[src/rtl/hpb_pkg.sv]
package hpb_pkg;
    localparam int BYTE_W  = 8;
    localparam int WORD_W  = 24;
    localparam int HADDR_W = 3;
    localparam int DCTL_W  = 3;
    localparam int DSTAT_W = 5;

    typedef enum logic [HADDR_W-1:0] {
        OFS_ICTL = 3'd0,
        OFS_CMDV = 3'd1,
        OFS_HSTS = 3'd2,
        OFS_IVEC = 3'd3,
        OFS_GAP  = 3'd4,
        OFS_DHI  = 3'd5,
        OFS_DMID = 3'd6,
        OFS_DLO  = 3'd7
    } hofs_e;

    // host status bit positions
    localparam int HS_RXF  = 0;
    localparam int HS_TXE  = 1;
    localparam int HS_TRDY = 2;
    localparam int HS_REQ  = 7;

    // core control enables
    localparam int CC_RXIE  = 0;
    localparam int CC_TXIE  = 1;
    localparam int CC_CMDIE = 2;

    localparam logic [BYTE_W-1:0] ICTL_MASK = 8'hFB;
    localparam logic [BYTE_W-1:0] CMDV_MASK = 8'h9F;
    localparam logic [BYTE_W-1:0] CMDV_INIT = 8'h12;
    localparam logic [BYTE_W-1:0] IVEC_INIT = 8'h0F;

    typedef struct packed {
        logic txde;  // host transmit empty
        logic rxdf;  // host receive full
        logic hrdf;  // core receive full
        logic htde;  // core transmit empty
    } hs_flags_t;

    localparam hs_flags_t FLAGS_INIT = '{txde: 1'b1, rxdf: 1'b0, hrdf: 1'b0, htde: 1'b1};

    function automatic logic [BYTE_W-1:0] word_byte(input logic [WORD_W-1:0] w, input int idx);
        return w[idx*BYTE_W +: BYTE_W];
    endfunction

    function automatic logic [BYTE_W-1:0] host_status(input hs_flags_t f, input logic req);
        logic [BYTE_W-1:0] s;
        s = '0;
        s[HS_RXF]  = f.rxdf;
        s[HS_TXE]  = f.txde;
        s[HS_TRDY] = f.txde & ~f.hrdf;
        s[HS_REQ]  = req;
        return s;
    endfunction
endpackage

[src/rtl/hpb_host_regs.sv]
module hpb_host_regs
    import hpb_pkg::*;
(
    input  logic                clk,
    input  logic                rst,
    input  logic                wr,
    input  logic [HADDR_W-1:0]  addr,
    input  logic [BYTE_W-1:0]   wdata,
    output logic [BYTE_W-1:0]   ictl,
    output logic [BYTE_W-1:0]   cmdv,
    output logic [BYTE_W-1:0]   ivec,
    output logic                cmd_pend,
    output logic                cmd_set,
    output logic [WORD_W-1:0]   tx_word
);
    logic [BYTE_W-1:0] tx_hi, tx_mid, tx_lo;
    logic              lo_wr;

    assign lo_wr   = wr && (hofs_e'(addr) == OFS_DLO);
    assign cmd_set = wr && (hofs_e'(addr) == OFS_CMDV) && wdata[7];
    assign tx_word = {tx_hi, tx_mid, lo_wr ? wdata : tx_lo};

    always_ff @(posedge clk) begin
        if (rst) begin
            ictl     <= '0;
            cmdv     <= CMDV_INIT;
            ivec     <= IVEC_INIT;
            cmd_pend <= 1'b0;
            tx_hi    <= '0;
            tx_mid   <= '0;
            tx_lo    <= '0;
        end else if (wr) begin
            case (hofs_e'(addr))
                OFS_ICTL: ictl <= wdata & ICTL_MASK;
                OFS_CMDV: begin
                    cmdv     <= wdata & CMDV_MASK;
                    cmd_pend <= wdata[7];
                end
                OFS_IVEC: ivec   <= wdata;
                OFS_DHI:  tx_hi  <= wdata;
                OFS_DMID: tx_mid <= wdata;
                OFS_DLO:  tx_lo  <= wdata;
                default: ;
            endcase
        end
    end
endmodule

[src/rtl/hpb_xfer.sv]
module hpb_xfer
    import hpb_pkg::*;
(
    input  logic              clk,
    input  logic              rst,
    input  logic              host_wr_low,
    input  logic              host_rd_low,
    input  logic [WORD_W-1:0] host_word,
    input  logic              dsp_rd,
    input  logic              dsp_wr,
    input  logic [WORD_W-1:0] dsp_word,
    output hs_flags_t         flags,
    output logic [WORD_W-1:0] dsp_rx,
    output logic [WORD_W-1:0] host_rx,
    output logic              rx_evt,
    output logic              tx_evt
);
    hs_flags_t         f_q, f_n;
    logic [WORD_W-1:0] to_dsp_q, to_dsp_n;
    logic [WORD_W-1:0] dtx_q, dtx_n;
    logic [WORD_W-1:0] hrx_q, hrx_n;

    // Updates are applied in order within one cycle so a freed buffer
    // lets the waiting word move in the same update.
    always_comb begin
        f_n      = f_q;
        to_dsp_n = to_dsp_q;
        dtx_n    = dtx_q;
        hrx_n    = hrx_q;
        rx_evt   = 1'b0;
        tx_evt   = 1'b0;

        if (dsp_rd)      f_n.hrdf = 1'b0;
        if (dsp_wr) begin
            f_n.htde = 1'b0;
            dtx_n    = dsp_word;
        end
        if (host_rd_low) f_n.rxdf = 1'b0;

        if (host_wr_low) begin
            if (f_n.txde && !f_n.hrdf) begin
                to_dsp_n = host_word;
                f_n.hrdf = 1'b1;
                rx_evt   = 1'b1;
            end else begin
                f_n.txde = 1'b0;
            end
        end

        if (!f_n.txde && !f_n.hrdf) begin
            to_dsp_n = host_word;
            f_n.hrdf = 1'b1;
            f_n.txde = 1'b1;
            rx_evt   = 1'b1;
        end

        if (!f_n.rxdf && !f_n.htde) begin
            hrx_n    = dtx_n;
            f_n.htde = 1'b1;
            f_n.rxdf = 1'b1;
            tx_evt   = 1'b1;
        end
    end

    always_ff @(posedge clk) begin
        if (rst) begin
            f_q      <= FLAGS_INIT;
            to_dsp_q <= '0;
            dtx_q    <= '0;
            hrx_q    <= '0;
        end else begin
            f_q      <= f_n;
            to_dsp_q <= to_dsp_n;
            dtx_q    <= dtx_n;
            hrx_q    <= hrx_n;
        end
    end

    assign flags   = f_q;
    assign dsp_rx  = to_dsp_q;
    assign host_rx = hrx_q;
endmodule

[src/rtl/hpb_boot.sv]
module hpb_boot
    import hpb_pkg::*;
#(
    parameter int BOOT_WORDS = 512,
    localparam int AW = $clog2(BOOT_WORDS)
) (
    input  logic              clk,
    input  logic              rst,
    input  logic              load,
    input  logic [WORD_W-1:0] word,
    output logic              we,
    output logic [AW-1:0]     addr,
    output logic [WORD_W-1:0] data,
    output logic              running
);
    logic [AW-1:0] cnt;

    always_ff @(posedge clk) begin
        if (rst) begin
            cnt     <= '0;
            running <= 1'b0;
            we      <= 1'b0;
            addr    <= '0;
            data    <= '0;
        end else begin
            we <= 1'b0;
            if (load && !running) begin
                we   <= 1'b1;
                addr <= cnt;
                data <= word;
                if (cnt == AW'(BOOT_WORDS - 1)) running <= 1'b1;
                else                             cnt     <= cnt + 1'b1;
            end
        end
    end
endmodule

[src/rtl/hostport_bridge.sv]
module hostport_bridge
    import hpb_pkg::*;
#(
    parameter int BOOT_WORDS = 512,
    localparam int BAW = $clog2(BOOT_WORDS)
) (
    input  logic               clk,
    input  logic               rst,
    input  logic               h_cs,
    input  logic               h_we,
    input  logic               h_rd,
    input  logic [HADDR_W-1:0] h_addr,
    input  logic [BYTE_W-1:0]  h_wdata,
    output logic [BYTE_W-1:0]  h_rdata,
    output logic               h_irq,
    input  logic               d_ctl_we,
    input  logic [DCTL_W-1:0]  d_ctl_wdata,
    input  logic               d_rd,
    input  logic               d_wr,
    input  logic [WORD_W-1:0]  d_wdata,
    output logic [WORD_W-1:0]  d_rxdata,
    output logic [DSTAT_W-1:0] d_status,
    output logic               d_irq_rx,
    output logic               d_irq_tx,
    output logic               d_irq_cmd,
    output logic               boot_we,
    output logic [BAW-1:0]     boot_addr,
    output logic [WORD_W-1:0]  boot_data,
    output logic               core_run
);
    logic              host_wr, lo_wr, rd_low, xfer_wr_low, cmd_set, cmd_pend;
    logic [BYTE_W-1:0] ictl, cmdv, ivec;
    logic [WORD_W-1:0] tx_word, host_rx;
    logic [DCTL_W-1:0] dctl;
    hs_flags_t         fl;
    logic              rx_evt, tx_evt, hreq, hreq_prev;

    assign host_wr     = h_cs && h_we;
    assign lo_wr       = host_wr && (hofs_e'(h_addr) == OFS_DLO);
    assign rd_low      = h_cs && !h_we && h_rd && (hofs_e'(h_addr) == OFS_DLO);
    assign xfer_wr_low = lo_wr && core_run;

    hpb_host_regs u_regs (
        .clk(clk), .rst(rst), .wr(host_wr), .addr(h_addr), .wdata(h_wdata),
        .ictl(ictl), .cmdv(cmdv), .ivec(ivec), .cmd_pend(cmd_pend),
        .cmd_set(cmd_set), .tx_word(tx_word)
    );

    hpb_xfer u_xfer (
        .clk(clk), .rst(rst), .host_wr_low(xfer_wr_low), .host_rd_low(rd_low),
        .host_word(tx_word), .dsp_rd(d_rd), .dsp_wr(d_wr), .dsp_word(d_wdata),
        .flags(fl), .dsp_rx(d_rxdata), .host_rx(host_rx),
        .rx_evt(rx_evt), .tx_evt(tx_evt)
    );

    hpb_boot #(.BOOT_WORDS(BOOT_WORDS)) u_boot (
        .clk(clk), .rst(rst), .load(lo_wr), .word(tx_word),
        .we(boot_we), .addr(boot_addr), .data(boot_data), .running(core_run)
    );

    // host request from the masked status, edge gives the interrupt pulse
    assign hreq  = |(ictl[1:0] & {fl.txde, fl.rxdf});
    assign h_irq = hreq && !hreq_prev;

    always_ff @(posedge clk) begin
        if (rst) begin
            dctl      <= '0;
            hreq_prev <= 1'b0;
            d_irq_rx  <= 1'b0;
            d_irq_tx  <= 1'b0;
            d_irq_cmd <= 1'b0;
        end else begin
            if (d_ctl_we) dctl <= d_ctl_wdata;
            hreq_prev <= hreq;
            d_irq_rx  <= rx_evt  && dctl[CC_RXIE];
            d_irq_tx  <= tx_evt  && dctl[CC_TXIE];
            d_irq_cmd <= cmd_set && dctl[CC_CMDIE];
        end
    end

    assign d_status = {ictl[4], ictl[3], cmd_pend, fl.htde, fl.hrdf};

    always_comb begin
        case (hofs_e'(h_addr))
            OFS_ICTL: h_rdata = ictl;
            OFS_CMDV: h_rdata = cmdv;
            OFS_HSTS: h_rdata = host_status(fl, hreq);
            OFS_IVEC: h_rdata = ivec;
            OFS_DHI:  h_rdata = word_byte(host_rx, 2);
            OFS_DMID: h_rdata = word_byte(host_rx, 1);
            OFS_DLO:  h_rdata = word_byte(host_rx, 0);
            default:  h_rdata = '0;
        endcase
    end
endmodule

[config.mk]
export PLATFORM = sky130hd
export DESIGN_NAME = hostport_bridge
export DESIGN_NICKNAME = d
export VERILOG_FILES = /design/src/rtl/hpb_pkg.sv /design/src/rtl/hpb_host_regs.sv /design/src/rtl/hpb_xfer.sv /design/src/rtl/hpb_boot.sv /design/src/rtl/hostport_bridge.sv
export SDC_FILE = /design/constraint.sdc
export NUM_CORES = 1
export LEC_CHECK = 0
export ABC_AREA = 1
export BUFFER_PORTS_ARGS = -buffer_cell sky130_fd_sc_hd__buf_2
export CAP_MARGIN = 10
export CORE_ASPECT_RATIO = 0.7
export CORE_MARGIN = 3
export CORE_UTILIZATION = 30
export CTS_CLUSTER_DIAMETER = 200
export DETAILED_ROUTE_END_ITERATION = 6
export PLACE_DENSITY = 0.56
export SYNTH_ARGS = -nofsm -noshare
export SYNTH_HDL_FRONTEND = slang
export SYNTH_HIERARCHICAL = 1
export SYNTH_SLANG_ARGS = --single-unit
[constraint.sdc]
create_clock -name clk -period 1.6 [get_ports clk]
set_input_delay 0.08 -clock clk [delete_from_list [all_inputs] [get_ports clk]]
set_output_delay 0.08 -clock clk [all_outputs]
set_load 0.02 [all_outputs]
; ---- Word-level counts from Yosys, hierarchy flattened
; Cells that the tools add are included.
[classes]
add_sub_neg = 1
eq_ne = 7
n_mux = 20
bitwise = 4
reduce_logical = 39
[ops]
columns = operator, count
row1 = $mux W24, 4
row2 = $pmux W8 S7, 1
row3 = $reduce_and A2 Y1, 9
row4 = $logic_and A1 B1 Y1, 16
row5 = $mux W1, 14
row6 = $add A9 B1 Y9 const B, 1
row7 = $eq A3 B3 Y1 const B, 3
row8 = $eq A9 B9 Y1 const B, 1
row9 = $logic_not A1 Y1, 8
row10 = $mux W8, 1
row11 = $eq A3 B2 Y1 const B, 2
row12 = $reduce_or A2 Y1, 3
row13 = $reduce_bool A2 Y1, 2
row14 = $eq A3 B1 Y1 const B, 1
row15 = $logic_not A3 Y1, 1
row16 = $and A2 B2 Y2, 1
row17 = $not A1 Y1, 2
row18 = $and A1 B1 Y1, 1
[word_totals]
register_bits = 173
input_bits = 46

; ---- Longest topological paths before layout
[depth]
word_depth = 9
depth_mapped = 11
depth_no_buf = 11

; ---- Cells and area by module
; Netlist, hierarchy kept.
[modules_own_cells]
columns = module, n_inst, cells_each, area_per_inst_um2
row1 = hpb_xfer, 1, 354, 2777.7
row2 = hpb_host_regs, 1, 262, 1815.5
row3 = hpb_boot, 1, 210, 1649.1
row4 = hostport_bridge, 1, 159, 840.8

; ---- Worst setup path before layout
; Ideal clock, no wire load.
[synth_timing]
path_type = register to register
startpoint = register u_boot.cnt[1]
endpoint = register u_boot.cnt[4]
t_arrival_ns = 1.399
slack_ns = 0.086
path_stages_with_launch = 10
path_buffers = 0
synth_period_minus_slack_ns = 1.514
path_cell_list = dfxtp_1 -> ha_1 -> nand2_1 -> nor4_1 -> ha_1 -> inv_1 -> nand3_4 -> nor2_2 -> a21oi_1 -> nor2_1
[synth_between]
elab_chain_len = 3
[synth_rtl]
columns = element, line_no
row1 = from (decl), hpb_boot.sv:16  ; logic [AW-1:0] cnt;
row2 = from (signal assigned), hpb_boot.sv:32  ; else cnt <= cnt + 1'b1;
row3 = "parallel branches: the longest is 3 deep, another holds $add A9 B1 Y9", --
; Several ways; the timed one is not identified.
; A chain may end at the register's enable or synchronous reset.

; ---- Final worst setup path
[layout_timing]
startpoint = register u_boot.cnt[1]
endpoint = register u_boot.cnt[5]
; Same word-level chain as after synthesis.

==> impl_metrics.yaml <==
setup_path:
  cp_common_cell: "nand2_1"
  cp-start-kind: "flip-flop"
  cp-end-kind: "flip-flop"
  cpPeakStageDelay_ns: 0.37
  critical_path_required_ns: 1.93
  cp_top_family: "simple AND/OR/NAND/NOR gates"
  crit_chain: "ha_4 > nand2_4 > nor4_4 > ha_2 > inv_2 > nand3_4 > nor2_4 > nand2_1 > nand2_1 > inv_1 > nor2_1"
  arrival_ns: 1.90
  crit_buf_inv: 2
  worstSetupPathType: "flip-flop to flip-flop"
  critPathMaxFanout: 8
  crit_slowest_cell: "dfxtp_4"
detailed_routing:
  dr.max_layer_used: "met4"
  met2_length_um: 7450
  ant_nets: 0
  firstDrtPassIters: 5
  first_iter_violations: 518
  drc: 0
  vias: 6590
  avgViaCountPerCell: 4.48
  drt-total-wl_um: 19800
  wl_met3_um: 1170
  wl_per_cell_um: 13.5
  wl_met1_um: 11000
clocking:
  cts_root_buf: "clkbuf_16"
  numClockSinks: 172
  clk_latency_ns: 0.43
  clk_path_buf_depth: 2
  cts_tree: "yes"
  path_clk_slew_ns: 0.07
  htree_levels: 4
  cts_made_buffers: 17
sta:
  fin_hold_ws_ns: 0.0479
  min_period_ns: 1.56
  rsz0062_at_grt: "true"
  timing_hold_violations_final: 0
  timing.fmax_ghz: 0.640
  finalSetupViolations: 0
  finClkSkew_ns: 0.00771
  drv_slew: 0
  fin_crit_sh_pct: 97.7
floorplan:
  initial_core_util_pct: 30.9
  die_h_um: 135
  die-area_mm2: 0.0255
  die_x_um: 190
  num_io_pins: 122
  row_count: 46
  core_area_mm2: 0.0229
yosys:
  yosysTopAreaCellShare_pct: 48.6
  synth_edf_count: 0
  async_reset_ff_share_pct: 0
  synth_cell_types: 34
  syn_area_mm2: 0.00708
  yosys_register_bits: 172
  synthTopCellsByCount: "251 x nor2_1, 208 x nand2_1, 172 x dfxtp_1"
  ys_seq_area_share_pct: 48.6
  post-synth-top-count-cell: "nor2_1"
  synthCells: 985
  synth_top_cells_by_area: "dfxtp_1 49%, nor2_1 13%, nand2_1 11%"
  synth_largest_area_cell: "dfxtp_1"
  ys.flop_type: "dfxtp_1"
  avgSynthCellArea_um2: 7.19
  synth.yosys.warnings: 6
global_routing:
  grt_pass1_vias: 6208
  grt_usage_pct: 15.9
  grt_overflow_total: 0
  grt_max_degree: 40
  grt_pass1_wl_um: 32300
  antenna_found_initial: 0
final_layout:
  n_antenna_cell: 0
  drive_gt1_share_pct: 19.3
  final_net_count: 1193
  area_growth_pct: 28.0
  stdcell_count: 1470
power_and_ir_drop:
  peakVddDrop_v: 0.000776
  p_leak_nw: 4.21
  power_density_mw_per_mm2: 1050
placement:
  place_congestion: 0.837
  dp_hpwl_um: 14300
  dp_cells: 1399
  io_buffer_count: 121
worst_hold_path:
  hold_path.class: "input port to flip-flop"
outcome:
  status: "finished clean"
run:
  cap_violations: 0
==> final cells by class <==
type | instances | area [um^2]
multi-input cells | 697 | 3100
flip-flops and latches | 172 | 3460
clock buffers | 17 | 425
clock inverters | 15 | 150
well taps | 312 | 390
fillers | 2486 | 13800
repair buffers | 193 | 1280
inverters | 64 | 258
==> flip-flops by register name, summed over array words and instances, names as in the netlist <==
register and cells:
u_regs/ictl 7, u_xfer/flags 4, u_regs/tx_mid 8, u_regs/cmd_pend 1, u_boot/data 24, u_boot/addr 9, u_regs/tx_lo 8, u_boot/cnt 9
u_regs/cmdv 5, d_irq_tx 1, u_regs/ivec 8, hreq_prev 1, u_xfer/dtx_q 24, u_boot/we 1, d_irq_cmd 1, u_regs/tx_hi 8
u_boot/running 1, dctl 3, u_xfer/host_rx 24, u_xfer/dsp_rx 24, d_irq_rx 1
==> metrics by stage <==
step | total power [W] | instance area [um^2] | setup TNS (ns) | util [%] | setup WS [ns]
floorplan | 0.00515 | 7090 | 0 | - | 0.0859
global placement | 0.00542 | 8030 | 0 | 35.0 | 0.0519
detailed placement | 0.00543 | 8030 | 0 | 35.0 | 0.0188
CTS | 0.00962 | 9010 | 0 | 39.3 | 0.00492
global route | 0.00992 | 9060 | -0.502 | 39.6 | -0.0776
finish | 0.00952 | 9060 | 0 | 39.6 | 0.0368
==> kinds of logic after synthesis <==
family | count (synthesis) | share of synthesized area (%)
adders and majority gates | 2 | 0.353
buffers and inverters | 118 | 8.51
DFF | 172 | 48.6
AOI/OAI and AO/OA | 148 | 10.5
and+or+nand+nor | 544 | 32.0
other | 1 | 0.0529
==> routing by layer <==
| metal | global-route usage, % | vias to the layer above |
|---|---|---|
| met5 | 0 | - |
| met4 | 4.31 | 0 |
| met3 | 3.81 | 18 |
| met2 | 21.0 | 165 |
| met1 | 25.1 | 2957 |
| li1 | - | 3450 |
==> placed cells by master, fill, tap and decap left out, types with 2 or more instances in the layout <==
master and instances:
inv_1 53, buf_2 121, clkbuf_16 17, nand3_2 2
nor2_2 4, o21ai_1 20, o21ai_0 78, conb_1 3
buf_12 3, a21oi_2 2, nor2_4 4, nand2_2 4
nand3_1 41, clkinv_1 2, dfxtp_4 3, dfxtp_1 168
a21oi_1 46, buf_4 29, nand4_1 21, nor2_1 251
inv_8 4, inv_2 6, clkinvlp_4 3, nand2_8 2
inv_6 8, dlygate4sd3_1 39, a31oi_1 2, nand2_1 207
==> path summary, 6_finish.rpt <==
| path | depth (start not counted) | to | from | slack [ns] |
|---|---|---|---|---|
| worst min-delay path | 3 | u_xfer/dtx_q[20] | d_wr | 0.05 |
| worst max-delay path | 11 | u_boot/cnt[5] | u_boot/cnt[1] | 0.04 |
| worst min register to register | 2 | d_irq_tx | dctl[1] | 0.43 |
| worst max register to register | 11 | u_boot/cnt[5] | u_boot/cnt[1] | 0.04 |
==> worst register-to-register path, cell delays in order (launching register included) <==
cell and delay, ns:
dfxtp_4 0.37, ha_4 0.14, nand2_4 0.06, nor4_4 0.27, ha_2 0.22, inv_2 0.05
nand3_4 0.11, nor2_4 0.07, nand2_1 0.06, nand2_1 0.04, inv_1 0.04, nor2_1 0.03
==> timing repair <==
item | CTS | global route
buffers inserted | 0 | 0
hold buffers | 40 | 0
gates resized for setup | 2 | 18
setup endpoints to repair | 3 | 10
pin swaps | 0 | 6
hold endpoints to repair | 38 | 0
==> power by group <==
group	total (W)	switching (W)	leakage, nW	internal (W)
clock network	0.00411	0.00191	0.276	0.00220
logic	0.000907	0.000567	2.53	0.000339
registers	0.00450	0.0000818	1.40	0.00442
total	0.00952	0.00255	4.21	0.00696
Power figures use the tool's default switching activity.
